### src/rtl/pic_cascade_pkg.sv
package pic_cascade_pkg;

    localparam int LINES        = 8;
    localparam int IDX_W        = $clog2(LINES);
    localparam int VEC_W        = 8;
    localparam int CASCADE_LINE = 2;
    localparam int SPUR_LINE    = LINES - 1;

    localparam logic [LINES-1:0] MASTER_TRIG_MASK = 8'hF8;
    localparam logic [LINES-1:0] SLAVE_TRIG_MASK  = 8'hDE;
    localparam logic [VEC_W-1:0] BASE_KEEP_MASK   = ~VEC_W'(LINES - 1);

    typedef logic [LINES-1:0] line_vec_t;
    typedef logic [VEC_W-1:0] vec_t;

    typedef enum logic [1:0] {
        CFG_MASTER_BASE = 2'd0,
        CFG_SLAVE_BASE  = 2'd1,
        CFG_MASTER_TRIG = 2'd2,
        CFG_SLAVE_TRIG  = 2'd3
    } cfg_sel_e;

    typedef struct packed {
        logic             found;
        logic [IDX_W-1:0] idx;
    } winner_t;

    typedef struct packed {
        vec_t      master_base;
        vec_t      slave_base;
        line_vec_t master_level;
        line_vec_t slave_level;
    } cfg_state_t;

    typedef struct packed {
        line_vec_t master_clr;
        line_vec_t slave_clr;
        vec_t      code;
    } ack_result_t;

    // Lowest set index wins; scanning downward lets the lowest overwrite.
    function automatic winner_t pick_winner(input line_vec_t pend);
        winner_t w;
        w = '0;
        for (int i = LINES - 1; i >= 0; i--) begin
            if (pend[i]) begin
                w.found = 1'b1;
                w.idx   = IDX_W'(i);
            end
        end
        return w;
    endfunction

    function automatic line_vec_t line_bit(input int unsigned idx);
        line_vec_t v;
        v = '0;
        v[idx] = 1'b1;
        return v;
    endfunction

    function automatic vec_t form_vector(input vec_t base, input logic [IDX_W-1:0] idx);
        return base + VEC_W'(idx);
    endfunction

endpackage

### src/rtl/pic_cascade_cfg.sv
module pic_cascade_cfg
    import pic_cascade_pkg::*;
#(
    parameter line_vec_t M_MASK = MASTER_TRIG_MASK,
    parameter line_vec_t S_MASK = SLAVE_TRIG_MASK
) (
    input  logic       clk,
    input  logic       rst,
    input  logic       we,
    input  logic [1:0] sel,
    input  vec_t       data,
    output cfg_state_t cfg
);

    cfg_state_t cfg_q;
    cfg_state_t cfg_d;

    always_comb begin
        cfg_d = cfg_q;
        if (we) begin
            unique case (cfg_sel_e'(sel))
                CFG_MASTER_BASE: cfg_d.master_base  = data & BASE_KEEP_MASK;
                CFG_SLAVE_BASE:  cfg_d.slave_base   = data & BASE_KEEP_MASK;
                CFG_MASTER_TRIG: cfg_d.master_level = data[LINES-1:0] & M_MASK;
                CFG_SLAVE_TRIG:  cfg_d.slave_level  = data[LINES-1:0] & S_MASK;
                default:         cfg_d = cfg_q;
            endcase
        end
    end

    always_ff @(posedge clk) begin
        if (rst) cfg_q <= '0;
        else     cfg_q <= cfg_d;
    end

    assign cfg = cfg_q;

endmodule

### src/rtl/pic_line_resolver.sv
module pic_line_resolver
    import pic_cascade_pkg::*;
#(
    parameter int N = LINES
) (
    input  logic         clk,
    input  logic         rst,
    input  logic [N-1:0] level_mode,
    input  logic [N-1:0] lines,
    input  logic [N-1:0] inject,
    input  logic [N-1:0] clr,
    output logic [N-1:0] pend_q,
    output logic [N-1:0] pend_d
);

    logic [N-1:0] prev_q;
    logic [N-1:0] rise;

    assign rise = lines & ~prev_q;

    for (genvar g = 0; g < N; g++) begin : g_line
        always_comb begin
            if (level_mode[g])
                pend_d[g] = lines[g] | inject[g];
            else
                pend_d[g] = (pend_q[g] & ~clr[g]) | rise[g] | inject[g];
        end
    end

    always_ff @(posedge clk) begin
        if (rst) begin
            pend_q <= '0;
            prev_q <= '0;
        end else begin
            pend_q <= pend_d;
            prev_q <= lines;
        end
    end

    AST_LEVEL_TRACKS_INPUT: assert property (@(posedge clk) disable iff (rst)
        (!rst) |=> ((pend_q & $past(level_mode)) == ($past(lines | inject) & $past(level_mode))));

    AST_EDGE_ACK_CLEARS: assert property (@(posedge clk) disable iff (rst)
        (!rst) |=> ((pend_q & $past(clr & ~level_mode & ~rise & ~inject)) == '0));

endmodule

### src/rtl/pic_ack_decoder.sv
module pic_ack_decoder
    import pic_cascade_pkg::*;
#(
    parameter int CASC  = CASCADE_LINE,
    parameter int SPUR  = SPUR_LINE
) (
    input  logic        ack,
    input  line_vec_t   master_pend,
    input  line_vec_t   slave_pend,
    input  vec_t        master_base,
    input  vec_t        slave_base,
    output ack_result_t result
);

    localparam logic [IDX_W-1:0] CASC_IDX = IDX_W'(CASC);
    localparam logic [IDX_W-1:0] SPUR_IDX = IDX_W'(SPUR);

    winner_t m_win;
    winner_t s_win;

    assign m_win = pick_winner(master_pend);
    assign s_win = pick_winner(slave_pend);

    always_comb begin
        result = '0;
        if (!m_win.found) begin
            result.code = form_vector(master_base, SPUR_IDX);
        end else if (m_win.idx == CASC_IDX) begin
            result.master_clr = line_bit(CASC);
            if (s_win.found) begin
                result.slave_clr = line_bit(32'(s_win.idx));
                result.code      = form_vector(slave_base, s_win.idx);
            end else begin
                result.code      = form_vector(slave_base, SPUR_IDX);
            end
        end else begin
            result.master_clr = line_bit(32'(m_win.idx));
            result.code       = form_vector(master_base, m_win.idx);
        end
        if (!ack) begin
            result.master_clr = '0;
            result.slave_clr  = '0;
        end
    end

endmodule

### src/rtl/pic_cascade_seq.sv
module pic_cascade_seq
    import pic_cascade_pkg::*;
#(
    parameter line_vec_t M_TRIG_MASK = MASTER_TRIG_MASK,
    parameter line_vec_t S_TRIG_MASK = SLAVE_TRIG_MASK,
    parameter int        CASC        = CASCADE_LINE,
    parameter int        SPUR        = SPUR_LINE
) (
    input  logic                 clk,
    input  logic                 rst,
    input  logic [2*LINES-1:0]   irq_lines,
    input  logic                 ack,
    input  logic                 cfg_we,
    input  logic [1:0]           cfg_sel,
    input  logic [VEC_W-1:0]     cfg_data,
    output logic                 cpu_req,
    output logic [VEC_W-1:0]     vec,
    output logic                 vec_valid
);

    localparam line_vec_t CASC_BIT = line_bit(CASC);

    cfg_state_t  cfg;
    ack_result_t ack_res;
    line_vec_t   m_pend_q, m_pend_d;
    line_vec_t   s_pend_q, s_pend_d;
    line_vec_t   m_lines, s_lines;
    line_vec_t   m_inject;
    logic        s_any;
    vec_t        vec_q;
    logic        valid_q;

    pic_cascade_cfg #(
        .M_MASK (M_TRIG_MASK),
        .S_MASK (S_TRIG_MASK)
    ) u_cfg (
        .clk  (clk),
        .rst  (rst),
        .we   (cfg_we),
        .sel  (cfg_sel),
        .data (cfg_data),
        .cfg  (cfg)
    );

    // The cascade pin of the master is owned by the slave stage.
    assign m_lines = irq_lines[LINES-1:0] & ~CASC_BIT;
    assign s_lines = irq_lines[2*LINES-1:LINES];

    pic_line_resolver #(.N(LINES)) u_slave (
        .clk        (clk),
        .rst        (rst),
        .level_mode (cfg.slave_level),
        .lines      (s_lines),
        .inject     ('0),
        .clr        (ack_res.slave_clr),
        .pend_q     (s_pend_q),
        .pend_d     (s_pend_d)
    );

    // Forward the slave state after this cycle's acknowledge so that a
    // just-serviced slave line does not leave a stale cascade request.
    assign s_any    = |s_pend_d;
    assign m_inject = s_any ? CASC_BIT : '0;

    pic_line_resolver #(.N(LINES)) u_master (
        .clk        (clk),
        .rst        (rst),
        .level_mode (cfg.master_level),
        .lines      (m_lines),
        .inject     (m_inject),
        .clr        (ack_res.master_clr),
        .pend_q     (m_pend_q),
        .pend_d     (m_pend_d)
    );

    pic_ack_decoder #(
        .CASC (CASC),
        .SPUR (SPUR)
    ) u_ack (
        .ack         (ack),
        .master_pend (m_pend_q),
        .slave_pend  (s_pend_q),
        .master_base (cfg.master_base),
        .slave_base  (cfg.slave_base),
        .result      (ack_res)
    );

    always_ff @(posedge clk) begin
        if (rst) begin
            vec_q   <= '0;
            valid_q <= 1'b0;
        end else begin
            valid_q <= ack;
            if (ack) vec_q <= ack_res.code;
        end
    end

    assign cpu_req   = |m_pend_q;
    assign vec       = vec_q;
    assign vec_valid = valid_q;

    AST_VALID_FOLLOWS_ACK: assert property (@(posedge clk) disable iff (rst)
        vec_valid |-> $past(ack));

    AST_SPURIOUS_MASTER: assert property (@(posedge clk) disable iff (rst)
        (ack && !cpu_req) |=> (vec == ($past(cfg.master_base) + VEC_W'(SPUR))));

    AST_SLAVE_FORWARD: assert property (@(posedge clk) disable iff (rst)
        s_any |=> m_pend_q[CASC]);

    AST_VECTOR_HOLDS: assert property (@(posedge clk) disable iff (rst)
        (!rst && !ack) |=> $stable(vec));

endmodule

### config.mk
export PLATFORM = sky130hd
export DESIGN_NAME = pic_cascade_seq
export DESIGN_NICKNAME = d
export VERILOG_FILES = /design/src/rtl/pic_cascade_pkg.sv /design/src/rtl/pic_cascade_cfg.sv /design/src/rtl/pic_line_resolver.sv /design/src/rtl/pic_ack_decoder.sv /design/src/rtl/pic_cascade_seq.sv
export SDC_FILE = /design/constraint.sdc
export NUM_CORES = 1
export LEC_CHECK = 0
export BUFFER_PORTS_ARGS = -buffer_cell sky130_fd_sc_hd__buf_2
export CAP_MARGIN = 20
export CORE_ASPECT_RATIO = 1.5
export CORE_MARGIN = 8
export CORE_UTILIZATION = 47
export CTS_CLUSTER_DIAMETER = 60
export DETAILED_ROUTE_END_ITERATION = 7
export GPL_ROUTABILITY_DRIVEN = 0
export HOLD_SLACK_MARGIN = 0.12
export PLACE_DENSITY = 0.68
export SLEW_MARGIN = 20
export SYNTH_ARGS = -nofsm -noshare
export SYNTH_HDL_FRONTEND = slang
export SYNTH_SLANG_ARGS = --single-unit
### constraint.sdc
create_clock -name clk -period 3.1 [get_ports clk]
set_input_delay 0.465 -clock clk [delete_from_list [all_inputs] [get_ports clk]]
set_output_delay 0.465 -clock clk [all_outputs]
set_load 0.1 [all_outputs]
==> results.py <==
metrics = {
    "outcome": {
        "status": "completed",
    },
    "routing": {
        "route.detailed.drc": 0,
        "avgViaCountPerCell": 5.14,
        "drt_wl_total_mm": 5.38,
        "drt-initial-drc-count": 86,
        "ant_nets": 0,
        "drt-pass1-iter-count": 4,
        "wire_per_inst_um": 13.9,
        "vias": 1991,
    },
    "min_path": {
        "holdPathEnd": "u_master.prev_q[7]",
        "min_from": "irq_lines[7]",
        "min_path_cells": 2,
        "hold_class": "in2reg",
    },
    "critical_path": {
        "crit_buf_inv": 0,
        "rr_endpoint": "u_master.pend_q[2]",
        "critPathRequiredTime_ns": 3.27,
        "crit_family": "compound AO/OA/AOI/OAI gates",
        "path_class": "reg2reg",
        "worstPathArrival_ns": 2.39,
        "reg2reg_from": "u_master.pend_q[2]",
        "crit_chain": "or3b_1, o311ai_4, o2111ai_1, a2111oi_2, a41oi_1",
        "end_kind": "register",
        "r2r_cells": 5,
        "max_stage_delay_ns": 0.54,
        "reg2reg_slack_ns": 0.88,
        "critical_path.slowest_cell": "or3b_1",
        "crit_path_start_kind": "register",
        "path_max_fanout": 10,
    },
    "logic_synthesis": {
        "syn_inst": 276,
        "synthSimpleGateAreaFrac": 0.222,
        "synth_top_family_by_area": "simple AND/OR/NAND/NOR gates",
        "synthAdderAreaFrac": 0,
        "synth_area_um2": 2490,
        "synthMuxAreaShare": 0.0843,
        "yosysTopAreaCellShare": 0.490,
        "avgSynthCellArea_um2": 9.03,
        "synth-xor-area-share": 0,
        "synth_warnings": 0,
        "ys_types": 43,
        "synth_compound_area_frac": 0.153,
        "ys_ff_latch": 61,
        "synth_top_cell_by_area": "dfxtp_1",
        "seq_area_frac_synth": 0.490,
        "synth_nets": 306,
        "synth.area.top_cells": "dfxtp_1 49%, mux2i_1 8.4%, nor2_1 7.2%",
    },
    "clock_network": {
        "cts_made_buffers": 9,
        "cts_max_level": 3,
        "cts_hold_buf": 0,
        "clkSinkCount": 61,
        "clk_latency_ns": 0.33,
        "post_cts_buffers": 0,
        "root_buffer": "clkbuf_8",
        "cts.clk_slew.worst_paths_ns": 0.06,
        "clk_path_buf_depth": 2,
        "cts_resized": 0,
        "cts_tree": "yes",
    },
    "timing": {
        "clock.fmax_mhz": 450,
        "relSlewSlack": 0.307,
        "min_period_ns": 2.22,
        "fin_skew_ns": 0.00246,
        "worst_pin_slew_ns": 1.04,
        "timing.hold.ws_ns": 0.354,
        "setup_viol": 0,
        "hold_viol": 0,
        "fin_tns_setup_ns": 0,
        "rsz0062_at_grt": "no",
        "fin_crit_sh": 0.716,
        "slew_violations": 0,
    },
    "power": {
        "powerDensity_nw_per_um2": 587,
        "ir_drop_mv": 0.466,
        "p_leak_nw": 1.24,
    },
    "global_route": {
        "grt_pass1_wl_mm": 9.01,
        "track_usage": 0.148,
        "grt_max_degree": 45,
        "grt_pass1_vias": 1908,
        "overflow": 0,
        "antenna_found_initial": 0,
    },
    "die": {
        "die-area_um2": 7940,
        "core_um2": 5120,
        "die_w_um": 75.5,
        "io_pins": 40,
        "row_count": 32,
        "die-height_um": 105,
        "initial_core_util": 0.486,
    },
    "finish": {
        "fill_cells": 532,
        "diodes": 0,
        "syn_to_final_growth_pct": 15.7,
        "nets": 345,
        "fin_cells": 387,
        "drive_above_1_share": 0.179,
    },
    "placed_design": {
        "io_buffers": 37,
        "hpwl_mm": 3.90,
        "dp.cells": 372,
    },
    "job": {
        "drv_cap": 0,
    },
}
## area by class of cell
cell class / instances / area, um^2 / share of cell area
well taps: 68 / 85.1 / 0.0295
multi-input cells: 186 / 1150 / 0.398
inverters: 17 / 63.8 / 0.0221
clock buffers: 13 / 149 / 0.0516
repair buffers: 40 / 208 / 0.0720
flip-flops and latches: 61 / 1220 / 0.424
clock inverters: 2 / 10.0 / 0.00347
## layer usage
metal  vias to the layer above  routed length (um)  GRT usage
li1                       1030                   -          -
met1                       913                2420      0.179
met2                        40                2610      0.222
met3                         8                 245     0.0478
met4                         0                  99     0.0787
met5                         -                   0          0
## how the worst max path moves through the flow
stage	to	slack, ns	cells past startpoint	from
3_5_place_dp	u_master.pend_q[2]	0.91	5	u_master.pend_q[2]
6_report	u_master.pend_q[2]	0.88	5	u_master.pend_q[2]
2_1_floorplan	vec[0]	0.74	5	u_master.pend_q[2]
3_3_place_gp	u_master.pend_q[2]	0.89	5	u_master.pend_q[2]
4_1_cts	u_master.pend_q[2]	0.88	5	u_master.pend_q[2]
5_1_grt	u_master.pend_q[2]	0.77	5	u_master.pend_q[2]
## flip-flops by register name, indices dropped and copies added, names as in the netlist
register,count
u_cfg.cfg,21
u_master.pend_q,8
u_slave.pend_q,8
u_slave.prev_q,8
vec,8
u_master.prev_q,7
vec_valid,1
## power breakdown
| part | total [mW] | switching (mW) | leakage [nW] | internal, mW |
|---|---|---|---|---|
| Combinational | 0.245 | 0.160 | 0.653 | 0.0845 |
| Clock | 0.586 | 0.280 | 0.0833 | 0.305 |
| Sequential | 0.862 | 0.0337 | 0.504 | 0.828 |
| Total | 1.69 | 0.474 | 1.24 | 1.22 |
## cell families (layout without fill, tap and decap cells)
kind of cell | count (synthesis) | in the layout
simple gates | 110 | 110
flops | 61 | 61
compound gates | 55 | 55
buf+inv | 29 | 72
mux | 21 | 21
## worst register-to-register path: cells and delay by family, from the launching register on
kind            cells  cell delay, ns
compound gates      4            1.05
flops               1            0.47
simple gates        1            0.54
## placed cells by master, fill, tap and decap left out, drive strengths merged, types with 13 or more instances in the layout
| master | instances |
|---|---|
| dfxtp | 61 |
| nand2 | 14 |
| inv | 17 |
| a21oi | 13 |
| clkbuf | 13 |
| buf | 40 |
| nor2b | 20 |
| nor2 | 48 |
| o21ai | 17 |
| mux2i | 21 |
## Yosys cell counts
cell type and n:
o21ai_1 1, nor3_1 1, or3b_1 1, a22oi_1 1, o31a_1 1, nand4b_1 1, a21boi_0 1, and3_1 1
o31ai_1 1, a221oi_1 1, a2111oi_0 1, a2111oi_2 1, inv_1 16, o311ai_4 1, a311oi_1 7, nor2_1 48
nor3b_1 1, nand2b_1 6, a221o_1 1, clkbuf_1 9, o21a_1 2, a21o_1 2, a31oi_1 1, nor2b_1 20
nand4_1 4, nand3b_1 5, inv_2 1, o211ai_1 1, dfxtp_1 61, o2111ai_1 1, nand2_1 14, nand3_1 3
nor4_1 2, or3b_2 1, o21ai_0 16, mux2i_1 21, buf_6 2, a41oi_1 1, nor3b_2 1, buf_2 1
o41ai_1 1, nand4bb_1 1, a21oi_1 13
## through the flow
step           area [um^2]  utilization  worst slack (ns)  power (mW)
2_1_floorplan         2490            -             0.736        1.06
3_3_place_gp          2720        0.531             0.893        1.12
3_5_place_dp          2720        0.531             0.910        1.12
4_1_cts               2880        0.563             0.876        1.71
5_1_grt               2880        0.563             0.774        1.77
6_report              2880        0.563             0.880        1.69
No activity file was read; power rests on OpenSTA's default activity.
